File: config.mk
export PLATFORM = sky130hd
export DESIGN_NAME = gpio_bank_regs
export DESIGN_NICKNAME = d
export VERILOG_FILES = /design/src/rtl/gpio_bank_pkg.sv /design/src/rtl/gpio_off_decode.sv /design/src/rtl/gpio_bank_slice.sv /design/src/rtl/gpio_bank_regs.sv
export SDC_FILE = /design/constraint.sdc
export NUM_CORES = 2
export LEC_CHECK = 0
export BUFFER_PORTS_ARGS = -buffer_cell sky130_fd_sc_hd__buf_2
export CAP_MARGIN = 20
export CORE_MARGIN = 2
export CORE_UTILIZATION = 48
export CTS_CLUSTER_SIZE = 20
export DETAILED_ROUTE_END_ITERATION = 10
export PLACE_DENSITY = 0.68
export REMOVE_ABC_BUFFERS = 1
export SLEW_MARGIN = 5
export SYNTH_ARGS = -nofsm -noshare
export SYNTH_HDL_FRONTEND = slang
export SYNTH_SLANG_ARGS = --single-unit
File: constraint.sdc
create_clock -name clk -period 4.05 [get_ports clk]
set_input_delay 0.405 -clock clk [delete_from_list [all_inputs] [get_ports clk]]
set_output_delay 0.405 -clock clk [all_outputs]
set_load 0.01 [all_outputs]
File: src/rtl/gpio_bank_pkg.sv
package gpio_bank_pkg;

    localparam int BANKS  = 4;
    localparam int BANK_W = $clog2(BANKS);

    typedef enum logic [2:0] {
        REG_NONE,
        REG_LEVEL,
        REG_DIR,
        REG_SET,
        REG_CLR,
        REG_AFLO,
        REG_AFHI
    } reg_kind_e;

    typedef struct packed {
        reg_kind_e           kind;
        logic [BANK_W-1:0]   bank;
    } reg_sel_t;

endpackage

File: src/rtl/gpio_off_decode.sv
module gpio_off_decode
    import gpio_bank_pkg::*;
#(
    parameter int OFF_W = 12
) (
    input  logic [OFF_W-1:0] off_i,
    output reg_sel_t         sel_o
);

    logic [3:0] idx;
    logic [7:0] af_rel;
    logic [2:0] af_k;

    always_comb begin
        sel_o.kind = REG_NONE;
        sel_o.bank = '0;
        idx        = off_i[5:2];
        af_rel     = off_i[7:0] - 8'h54;
        af_k       = af_rel[4:2];
        // offsets from 0x200 upward and unaligned offsets decode to nothing
        if (!(|off_i[OFF_W-1:9]) && off_i[1:0] == 2'b00) begin
            if (!off_i[8]) begin
                if (off_i[7:0] <= 8'h2C) begin
                    // three consecutive words per register type, banks 0..2
                    if (idx >= 4'd9) begin
                        sel_o.kind = REG_CLR;
                        sel_o.bank = BANK_W'(idx - 4'd9);
                    end else if (idx >= 4'd6) begin
                        sel_o.kind = REG_SET;
                        sel_o.bank = BANK_W'(idx - 4'd6);
                    end else if (idx >= 4'd3) begin
                        sel_o.kind = REG_DIR;
                        sel_o.bank = BANK_W'(idx - 4'd3);
                    end else begin
                        sel_o.kind = REG_LEVEL;
                        sel_o.bank = BANK_W'(idx);
                    end
                end else if (off_i[7:0] >= 8'h54 && off_i[7:0] <= 8'h70) begin
                    // interleaved lower/upper alternate-function words
                    sel_o.kind = af_k[0] ? REG_AFHI : REG_AFLO;
                    sel_o.bank = BANK_W'(af_k[2:1]);
                end
            end else begin
                // bank 3 window, folded 0x100 above bank 0
                sel_o.bank = BANK_W'(3);
                case (off_i[7:0])
                    8'h00:   sel_o.kind = REG_LEVEL;
                    8'h0C:   sel_o.kind = REG_DIR;
                    8'h18:   sel_o.kind = REG_SET;
                    8'h24:   sel_o.kind = REG_CLR;
                    default: begin
                        sel_o.kind = REG_NONE;
                        sel_o.bank = '0;
                    end
                endcase
            end
        end
    end

endmodule

File: src/rtl/gpio_bank_slice.sv
module gpio_bank_slice #(
    parameter int DATA_W = 32
) (
    input  logic              clk,
    input  logic              rst_n,
    input  logic              we_dir,
    input  logic              we_set,
    input  logic              we_clr,
    input  logic              we_aflo,
    input  logic              we_afhi,
    input  logic [DATA_W-1:0] wdata,
    output logic [DATA_W-1:0] dir_o,
    output logic [DATA_W-1:0] lat_o,
    output logic [DATA_W-1:0] aflo_o,
    output logic [DATA_W-1:0] afhi_o,
    output logic [DATA_W-1:0] drv_o
);

    typedef struct packed {
        logic [DATA_W-1:0] dir;
        logic [DATA_W-1:0] lat;
        logic [DATA_W-1:0] aflo;
        logic [DATA_W-1:0] afhi;
    } slice_st_t;

    slice_st_t st_d, st_q;

    always_comb begin
        st_d = st_q;
        if (we_dir)  st_d.dir  = wdata;
        if (we_set)  st_d.lat  = st_q.lat | wdata;
        if (we_clr)  st_d.lat  = st_q.lat & ~wdata;
        if (we_aflo) st_d.aflo = wdata;
        if (we_afhi) st_d.afhi = wdata;
    end

    always_ff @(posedge clk) begin
        if (!rst_n) st_q <= '0;
        else        st_q <= st_d;
    end

    assign dir_o  = st_q.dir;
    assign lat_o  = st_q.lat;
    assign aflo_o = st_q.aflo;
    assign afhi_o = st_q.afhi;
    assign drv_o  = st_q.lat & st_q.dir;


    set_or_chk: assert property (@(posedge clk) disable iff (!rst_n)
        we_set |=> ((lat_o & $past(wdata)) == $past(wdata)) &&
                   ((lat_o & ~$past(wdata)) == ($past(lat_o) & ~$past(wdata))));


    clr_mask_chk: assert property (@(posedge clk) disable iff (!rst_n)
        we_clr |=> ((lat_o & $past(wdata)) == '0) &&
                   ((lat_o & ~$past(wdata)) == ($past(lat_o) & ~$past(wdata))));


    drv_gated_chk: assert property (@(posedge clk) disable iff (!rst_n)
        (drv_o & ~dir_o) == '0);

endmodule

File: src/rtl/gpio_bank_regs.sv
module gpio_bank_regs
    import gpio_bank_pkg::*;
#(
    parameter int DATA_W = 32,
    parameter int OFF_W  = 12
) (
    input  logic                     clk,
    input  logic                     rst_n,
    input  logic                     bus_wr,
    input  logic                     bus_rd,
    input  logic [OFF_W-1:0]         bus_off,
    input  logic [DATA_W-1:0]        bus_wdata,
    output logic [DATA_W-1:0]        bus_rdata,
    input  logic [BANKS*DATA_W-1:0]  pin_in,
    output logic [BANKS*DATA_W-1:0]  pin_out,
    output logic [BANKS*DATA_W-1:0]  pin_chg,
    output logic                     lvl_rd_pulse
);

    localparam int NPINS = BANKS * DATA_W;

    typedef struct packed {
        logic [DATA_W-1:0] rdata;
        logic              pulse;
        logic [NPINS-1:0]  in_smp;
        logic [NPINS-1:0]  prev;
    } top_st_t;

    top_st_t  st_d, st_q;
    reg_sel_t sel;

    logic [DATA_W-1:0] dir_a  [BANKS];
    logic [DATA_W-1:0] lat_a  [BANKS];
    logic [DATA_W-1:0] aflo_a [BANKS];
    logic [DATA_W-1:0] afhi_a [BANKS];
    logic [DATA_W-1:0] in_a   [BANKS];
    logic [NPINS-1:0]  dir_flat;
    logic [NPINS-1:0]  lat_flat;
    logic [DATA_W-1:0] rd_val;

    gpio_off_decode #(.OFF_W(OFF_W)) i_dec (
        .off_i (bus_off),
        .sel_o (sel)
    );

    for (genvar b = 0; b < BANKS; b++) begin : g_bank
        logic hit;
        assign hit = bus_wr && (sel.bank == BANK_W'(b));

        gpio_bank_slice #(.DATA_W(DATA_W)) i_slice (
            .clk     (clk),
            .rst_n   (rst_n),
            .we_dir  (hit && sel.kind == REG_DIR),
            .we_set  (hit && sel.kind == REG_SET),
            .we_clr  (hit && sel.kind == REG_CLR),
            .we_aflo (hit && sel.kind == REG_AFLO),
            .we_afhi (hit && sel.kind == REG_AFHI),
            .wdata   (bus_wdata),
            .dir_o   (dir_a[b]),
            .lat_o   (lat_a[b]),
            .aflo_o  (aflo_a[b]),
            .afhi_o  (afhi_a[b]),
            .drv_o   (pin_out[b*DATA_W +: DATA_W])
        );

        assign in_a[b]                       = st_q.in_smp[b*DATA_W +: DATA_W];
        assign dir_flat[b*DATA_W +: DATA_W]  = dir_a[b];
        assign lat_flat[b*DATA_W +: DATA_W]  = lat_a[b];
    end

    always_comb begin
        case (sel.kind)
            REG_LEVEL: rd_val = (lat_a[sel.bank] & dir_a[sel.bank]) |
                                (in_a[sel.bank] & ~dir_a[sel.bank]);
            REG_DIR:   rd_val = dir_a[sel.bank];
            REG_AFLO:  rd_val = aflo_a[sel.bank];
            REG_AFHI:  rd_val = afhi_a[sel.bank];
            default:   rd_val = '0;
        endcase
    end

    always_comb begin
        st_d        = st_q;
        st_d.rdata  = bus_rd ? rd_val : st_q.rdata;
        st_d.pulse  = bus_rd && (sel.kind == REG_LEVEL);
        st_d.in_smp = pin_in;
        st_d.prev   = pin_out;
    end

    always_ff @(posedge clk) begin
        if (!rst_n) st_q <= '0;
        else        st_q <= st_d;
    end

    assign bus_rdata    = st_q.rdata;
    assign lvl_rd_pulse = st_q.pulse;
    assign pin_chg      = pin_out ^ st_q.prev;


    hi_wr_ignored_chk: assert property (@(posedge clk) disable iff (!rst_n)
        (bus_wr && |bus_off[OFF_W-1:9]) |=> $stable(dir_flat) && $stable(lat_flat));


    hi_rd_zero_chk: assert property (@(posedge clk) disable iff (!rst_n)
        (bus_rd && |bus_off[OFF_W-1:9]) |=> bus_rdata == '0);


    wo_rd_zero_chk: assert property (@(posedge clk) disable iff (!rst_n)
        (bus_rd && (sel.kind == REG_SET || sel.kind == REG_CLR)) |=> bus_rdata == '0);


    rdata_hold_chk: assert property (@(posedge clk) disable iff (!rst_n)
        !bus_rd |=> $stable(bus_rdata));


    pulse_single_chk: assert property (@(posedge clk) disable iff (!rst_n)
        (lvl_rd_pulse && !(bus_rd && sel.kind == REG_LEVEL)) |=> !lvl_rd_pulse);

endmodule

=== After elaboration in Yosys (flattened, before gate mapping) ===
Cells that the tools add are included.

* Input bits: 176
* Output and inout bits: 289
* Register bits after elaboration: 801

* Add/sub/neg operators: 4
* Reduce and logical (&&, ||, !) cells: 37
* Eq/ne operators: 12
* Bitwise logic cells: 19
* Mux-type cells: 34
* Order comparisons: 7

{| class="wikitable"
|+ Operator list
! operator !! number
|-
| two-way mux 32 bit || 18
|-
| bitwise AND 32 bit || 10
|-
| binary-select mux 32 bit (select 2 bit) || 5
|-
| OR 32 bit || 5
|-
| one-hot mux 32 bit (4 select lines) || 1
|-
| bitwise XOR 128 bit || 1
|-
| inverter 32 bit || 2
|-
| two-way mux 5 bit || 6
|-
| logical AND 1 bit || 27
|-
| one-hot mux 3 bit (4 select lines) || 1
|-
| == test 3 bit, second input constant || 3
|-
| == test 8 x 4 -> 1 bit, second input constant || 1
|-
| == test 8 x 5 -> 1 bit, second input constant || 1
|-
| == test 8 x 6 -> 1 bit, second input constant || 1
|-
| greater-or-equal comparator 8 x 7 -> 1 bit, second input constant || 1
|-
| <= comparator 8 x 6 -> 1 bit, second input constant || 1
|-
| <= comparator 8 x 7 -> 1 bit, second input constant || 1
|-
| logical NOT 8 bit || 1
|-
| nonzero test 2 bit || 4
|-
| == test 3 x 2 -> 1 bit, second input constant || 2
|-
| subtractor 5 bit, second input constant || 1
|-
| == test 2 bit, second input constant || 2
|-
| greater-or-equal comparator 4 x 2 -> 1 bit, second input constant || 1
|-
| greater-or-equal comparator 4 x 3 -> 1 bit, second input constant || 1
|-
| other kinds (13) || 16
|}

=== Longest topological paths before layout ===
* Depth in word-level cells: 15
* Gate-level depth with buffers: 17
* Depth with buffers taken out: 16

=== By module ===
From an unflattened synthesis, not the netlist that was laid out.

* Cell total of the unflattened synthesis: 3187
* Area, all modules: 35158.7 um^2

{| class="wikitable"
|+ Modules (own cells, without submodules)
! module !! sequential area each (um^2) !! cells an instance !! times used !! area an instance (um^2)
|-
| gpio_bank_slice || 2562.5 || 449 || 4 || 4938.5
|-
| gpio_bank_regs || 5785.5 || 1328 || 1 || 14935.6
|-
| gpio_off_decode || 0.0 || 63 || 1 || 469.2
|}

=== Least setup slack after synthesis ===
Ideal clock, no wire load.

* Path kind: input port to flip-flop
* From: input bus_off[2]
* To: register g_bank[0].i_slice.st_q, in the netlist g_bank[0].i_slice.afhi_o[10]
* Arrival: 3.326 ns
* Path buffers: 2
* Stages: 16
* Path slack: 0.591 ns
* Cell sequence: inv_1 -> ha_1 -> or3b_4 -> and2_4 -> nand2b_1 -> o32ai_1 -> o211ai_1 -> inv_1 -> ha_1 -> inv_1 -> nor3_1 -> clkbuf_1 -> nand3_1 -> clkbuf_1 -> nand2_1 -> a21oi_1

* Longest elaborated chain between the ends: 10
* Elaborated cells on any way between the ends: 30

{| class="wikitable"
|+ Ends and longest elaborated chain
! item !! line !! text
|-
| start: declaration || gpio_bank_regs.sv:11 || <nowiki>input logic [OFF_W-1:0] bus_off,</nowiki>
|-
| greater-or-equal comparator 4 x 2 -> 1 bit / subtractor 2 bit (equally long branches) || gpio_off_decode.sv:31, gpio_off_decode.sv:33 ||
|-
| two-way mux 4 bit || gpio_off_decode.sv:31 || <nowiki>end else if (idx >= 4'd3) begin</nowiki>
|-
| two-way mux 5 bit || gpio_off_decode.sv:28 || <nowiki>end else if (idx >= 4'd6) begin</nowiki>
|-
| two-way mux 5 bit || gpio_off_decode.sv:25 || <nowiki>if (idx >= 4'd9) begin</nowiki>
|-
| two-way mux 5 bit || gpio_off_decode.sv:23 || <nowiki>if (off_i[7:0] <= 8'h2C) begin</nowiki>
|-
| two-way mux 5 bit * || gpio_off_decode.sv:22 || <nowiki>if (!off_i[8]) begin</nowiki>
|-
| two-way mux 5 bit * || gpio_off_decode.sv:21 || <nowiki>if (!(|off_i[OFF_W-1:9]) && off_i[1:0] == 2'b00) begin</nowiki>
|-
| logical NOT 2 bit || gpio_bank_regs.sv:48 || <nowiki>assign hit = bus_wr && (sel.bank == BANK_W'(b));</nowiki>
|-
| logical AND 1 bit || gpio_bank_regs.sv:48 ||
|-
| logical AND 1 bit * || gpio_bank_regs.sv:57 || <nowiki>.we_afhi (hit && sel.kind == REG_AFHI),</nowiki>
|-
| end signal: assignment || gpio_bank_slice.sv:39 || <nowiki>else st_q <= st_d;</nowiki>
|-
| end: declaration || gpio_bank_slice.sv:26 || <nowiki>slice_st_t st_d, st_q;</nowiki>
|}

Every way passes the cells marked *; elsewhere a longest branch is shown, timed or not.
A chain may end at the register's enable or synchronous reset.

=== Worst setup path in the final report ===
* From: input bus_off[3]
* To: register g_bank[1].i_slice.st_q, in the netlist g_bank[1].i_slice.aflo_o[9]

* Longest elaborated chain between the ends: 10
* Elaborated cells on any way between the ends: 29

{| class="wikitable"
|+ Ends and longest elaborated chain
! item !! line !! text
|-
| greater-or-equal comparator 4 x 2 -> 1 bit / subtractor 2 bit (equally long branches) || gpio_off_decode.sv:31, gpio_off_decode.sv:33 ||
|-
| two-way mux 4 bit || gpio_off_decode.sv:31 ||
|-
| two-way mux 5 bit || gpio_off_decode.sv:28 ||
|-
| two-way mux 5 bit || gpio_off_decode.sv:25 ||
|-
| two-way mux 5 bit || gpio_off_decode.sv:23 ||
|-
| two-way mux 5 bit * || gpio_off_decode.sv:22 ||
|-
| two-way mux 5 bit * || gpio_off_decode.sv:21 ||
|-
| == test 2 x 1 -> 1 bit || gpio_bank_regs.sv:48 ||
|-
| logical AND 1 bit || gpio_bank_regs.sv:48 ||
|-
| logical AND 1 bit * || gpio_bank_regs.sv:56 || <nowiki>.we_aflo (hit && sel.kind == REG_AFLO),</nowiki>
|-
| end signal: assignment || gpio_bank_slice.sv:39 ||
|-
| end: declaration || gpio_bank_slice.sv:26 ||
|}

Marked as above.

==> reports/metrics.yaml <==
drive_gt1_share_pct: 18.8
initial_utilization_pct: 48.7
fin_crit_ns: 3.48
placed_area_mm2: 0.0369
slew_headroom_pct: 37.0
highest_layer: "met5"
ys.flop_type: "dfxtp_1"
whs_ns: 0.168
path_clk_slew_ns: 0.06
route.met2.wl_mm: 54.7
dieHeight_um: 271
dr.pass1.iters: 6
grt_use_total_pct: 30.8
fin_nets: 4645
dp_slack_ns: 0.0283
grt_pass1_wl_mm: 178
r2r-end: "bus_rdata[30]"
grt.overflow.total: 0
finalCritPeriodShare_pct: 86.0
wire_per_inst_um: 21.6
critical_path.startpoint: "bus_off[3]"
n_fill_cell: 6242
route.vias.total: 31400
gp_congestion: 0.903
die_area_mm2: 0.0736
dp_hpwl_mm: 74.4
wl_met1_mm: 48.5
critPathArrivalTime_ns: 4.05
start_kind: "input port"
wl_met3_mm: 10.8
drc: 0
fin_ws_ns: 0.567
antenna_found_initial: 6
grt_max_degree: 133
maxSlewViolCount: 0
worstHoldPathType: "in -> reg"
max-cap-violations: 0
ys_ff_latch: 801
worst-setup-path-type: "in -> reg"
r2r.worst_path.cells: 5
ios: 465
ys_seq_area_share_pct: 46.8
clock.fmax_mhz: 287
cp-endpoint: "g_bank[1].i_slice.aflo_o[9]"
vias_per_cell: 5.73
yosysUniqueCellTypes: 83
skew_ns: 0.0297
rsz0062_at_grt: "no"
fin_area_mm2: 0.0411
grt_pass1_vias: 29400
worst-slew-pin-transition_ns: 0.942
num_rows: 97
async_flop_share_pct: 0
cts_tree: "done"
required_ns: 4.62
finalHoldViolations: 0
synth_edf_count: 0
final_antenna_net_count: 0
peakVddDrop_uv: 300
status: "complete, no violations"
ctsResizeCount: 0
ctsHoldBuffers: 128
power_density_mw_per_mm2: 410
r2r-start: "g_bank[3].i_slice.dir_o[30]"
finalSetupViolations: 0
routed_wl_mm: 118
cts_buffers: 85
max-clock-path-buffers: 3
clk_latency_ns: 0.65
leakagePower_uw: 0.0161
r2r_setup_slack_ns: 2.21
syn_inst: 4155
syn2layout_area_growth_pct: 19.9
critPathCaptureType: "flop"
die_w_um: 271
cts.htree.levels: 3
avgSynthCellArea_um2: 8.25
yosysWarningCount: 0
total_power_uw: 16800
io_buffers: 464
cts_sinks: 801
cts_root_buffer: "clkbuf_16"
drt-initial-drc-count: 3328
netlist_area_mm2: 0.0343
core_area_mm2: 0.0704
post-cts-setup-buffers: 0
critPathMaxFanout: 18
power by group:
part	switching (uW)	internal, uW	leakage (uW)
Sequential	20.0	7950	0.00648
Clock	3390	4790	0.00144
Combinational	430	258	0.00817
cell type report:
class                   instances  area (um2)  area share [%]
repair buffers                741        5210            12.7
flip-flops and latches        801       16000            39.0
clock buffers                 112        2360            5.74
clock inverters                44         566            1.38
multi-input cells            2691       15200            37.0
diodes                          5        12.5          0.0304
well taps                     940        1180            2.86
inverters                     140         533            1.30
worst min-delay path by stage:
stage / end / cells past startpoint / startpoint
6_report: g_bank[3].i_slice.afhi_o[16] / 3 / bus_wdata[16]
5_1_grt: g_bank[2].i_slice.afhi_o[16] / 3 / bus_wdata[16]
4_1_cts: g_bank[3].i_slice.afhi_o[16] / 3 / bus_wdata[16]
3_5_place_dp: g_bank[1].i_slice.aflo_o[25] / 2 / g_bank[1].i_slice.aflo_o[25]
3_3_place_gp: g_bank[2].i_slice.afhi_o[3] / 2 / g_bank[2].i_slice.afhi_o[3]
2_1_floorplan: g_bank[1].i_slice.afhi_o[13] / 2 / g_bank[1].i_slice.afhi_o[13]
critical path, cell delays in order:
cell and delay, ns:
buf_2 0.14, inv_1 0.13, ha_1 0.27, nor3b_1 0.31, o221ai_1 0.28, o32ai_1 0.33
o211a_1 0.22, ha_1 0.20, and3_1 0.24, and2_2 0.35, buf_12 0.20, nand2_1 0.23
nor2_4 0.17, buf_4 0.32, nand2_1 0.10, a21oi_1 0.15
per-stage QoR:
stage	cells	utilization (%)	TNS [ns]
after floorplan	3632	-	-3940.50
after global placement	5184	52.4	0
after detailed placement	5184	52.4	0
after CTS	5468	58.3	0
after global routing	5473	58.4	0
final	5474	58.4	0
Yosys cell counts, types with 32 or more instances:
| library cell | n | area [um2] |
|---|---|---|
| inv_1 | 139 | 522 |
| buf_4 | 174 | 1310 |
| dfxtp_1 | 801 | 16000 |
| nor3_1 | 56 | 280 |
| a222oi_1 | 32 | 320 |
| buf_2 | 102 | 510 |
| clkbuf_1 | 231 | 867 |
| mux2i_1 | 35 | 350 |
| a21oi_1 | 556 | 2780 |
| nand2_1 | 930 | 3490 |
| a22oi_1 | 84 | 631 |
| o21ai_0 | 42 | 210 |
| and2_1 | 133 | 832 |
| xnor2_1 | 129 | 1130 |
| nor2_1 | 183 | 687 |
| a211oi_1 | 34 | 255 |
| o22ai_1 | 93 | 582 |
| a311oi_1 | 96 | 841 |
per-layer routing:
layer	global-route usage (%)	vias to the layer above
met5	0	-
met4	10.7	4
met3	6.11	266
met2	50.1	1504
met1	40.9	14900
li1	-	14700
cells by family after synthesis:
group	after synthesis	synth area share [%]
adder cells (fa/ha/maj)	9	0.329
AND/OR/NAND/NOR	1378	17.0
XOR/XNOR	129	3.30
AO/OA/AOI/OAI	1122	21.1
flip-flops	801	46.8
multiplexers	53	1.70
buffers and inverters	663	9.73
placed cells by master, fill, tap and decap left out, types with 6 or more instances in the layout:
cell           synthesis  layout
nor4_1                14      14
a221o_1               13      13
clkbuf_8               0      11
dlygate4sd3_1          0     128
o21ai_0               42      42
a211oi_1              34      34
xnor2_1              129     129
nor2_4                 3      19
a22oi_1               84      84
clkinv_2               0      21
nor3_1                56      54
mux2i_1               35      35
a21oi_1              556     554
a31oi_1               19      19
nand2_1              930     928
clkbuf_16              0      86
nor2b_1                9       9
nor2_1               183     165
o22a_1                10      10
and2_1               133     132
o221ai_1              22      22
buf_12                 0      39
inv_1                139     138
buf_2                102     463
clkbuf_1             231      15
dfxtp_1              801     801
a221oi_1              30      30
nand3_2                0      13
a2111oi_0              8       8
o31ai_1                6       6
mux2_2                 9       9
a222oi_1              32      32
a311oi_1              96      96
a22o_1                21      21
bufinv_16              0      10
and3_1                12      10
buf_4                174     111
ha_1                   9       9
o22ai_1               93      93
o2bb2ai_1             14      14
(Power assumes the default switching activity.)
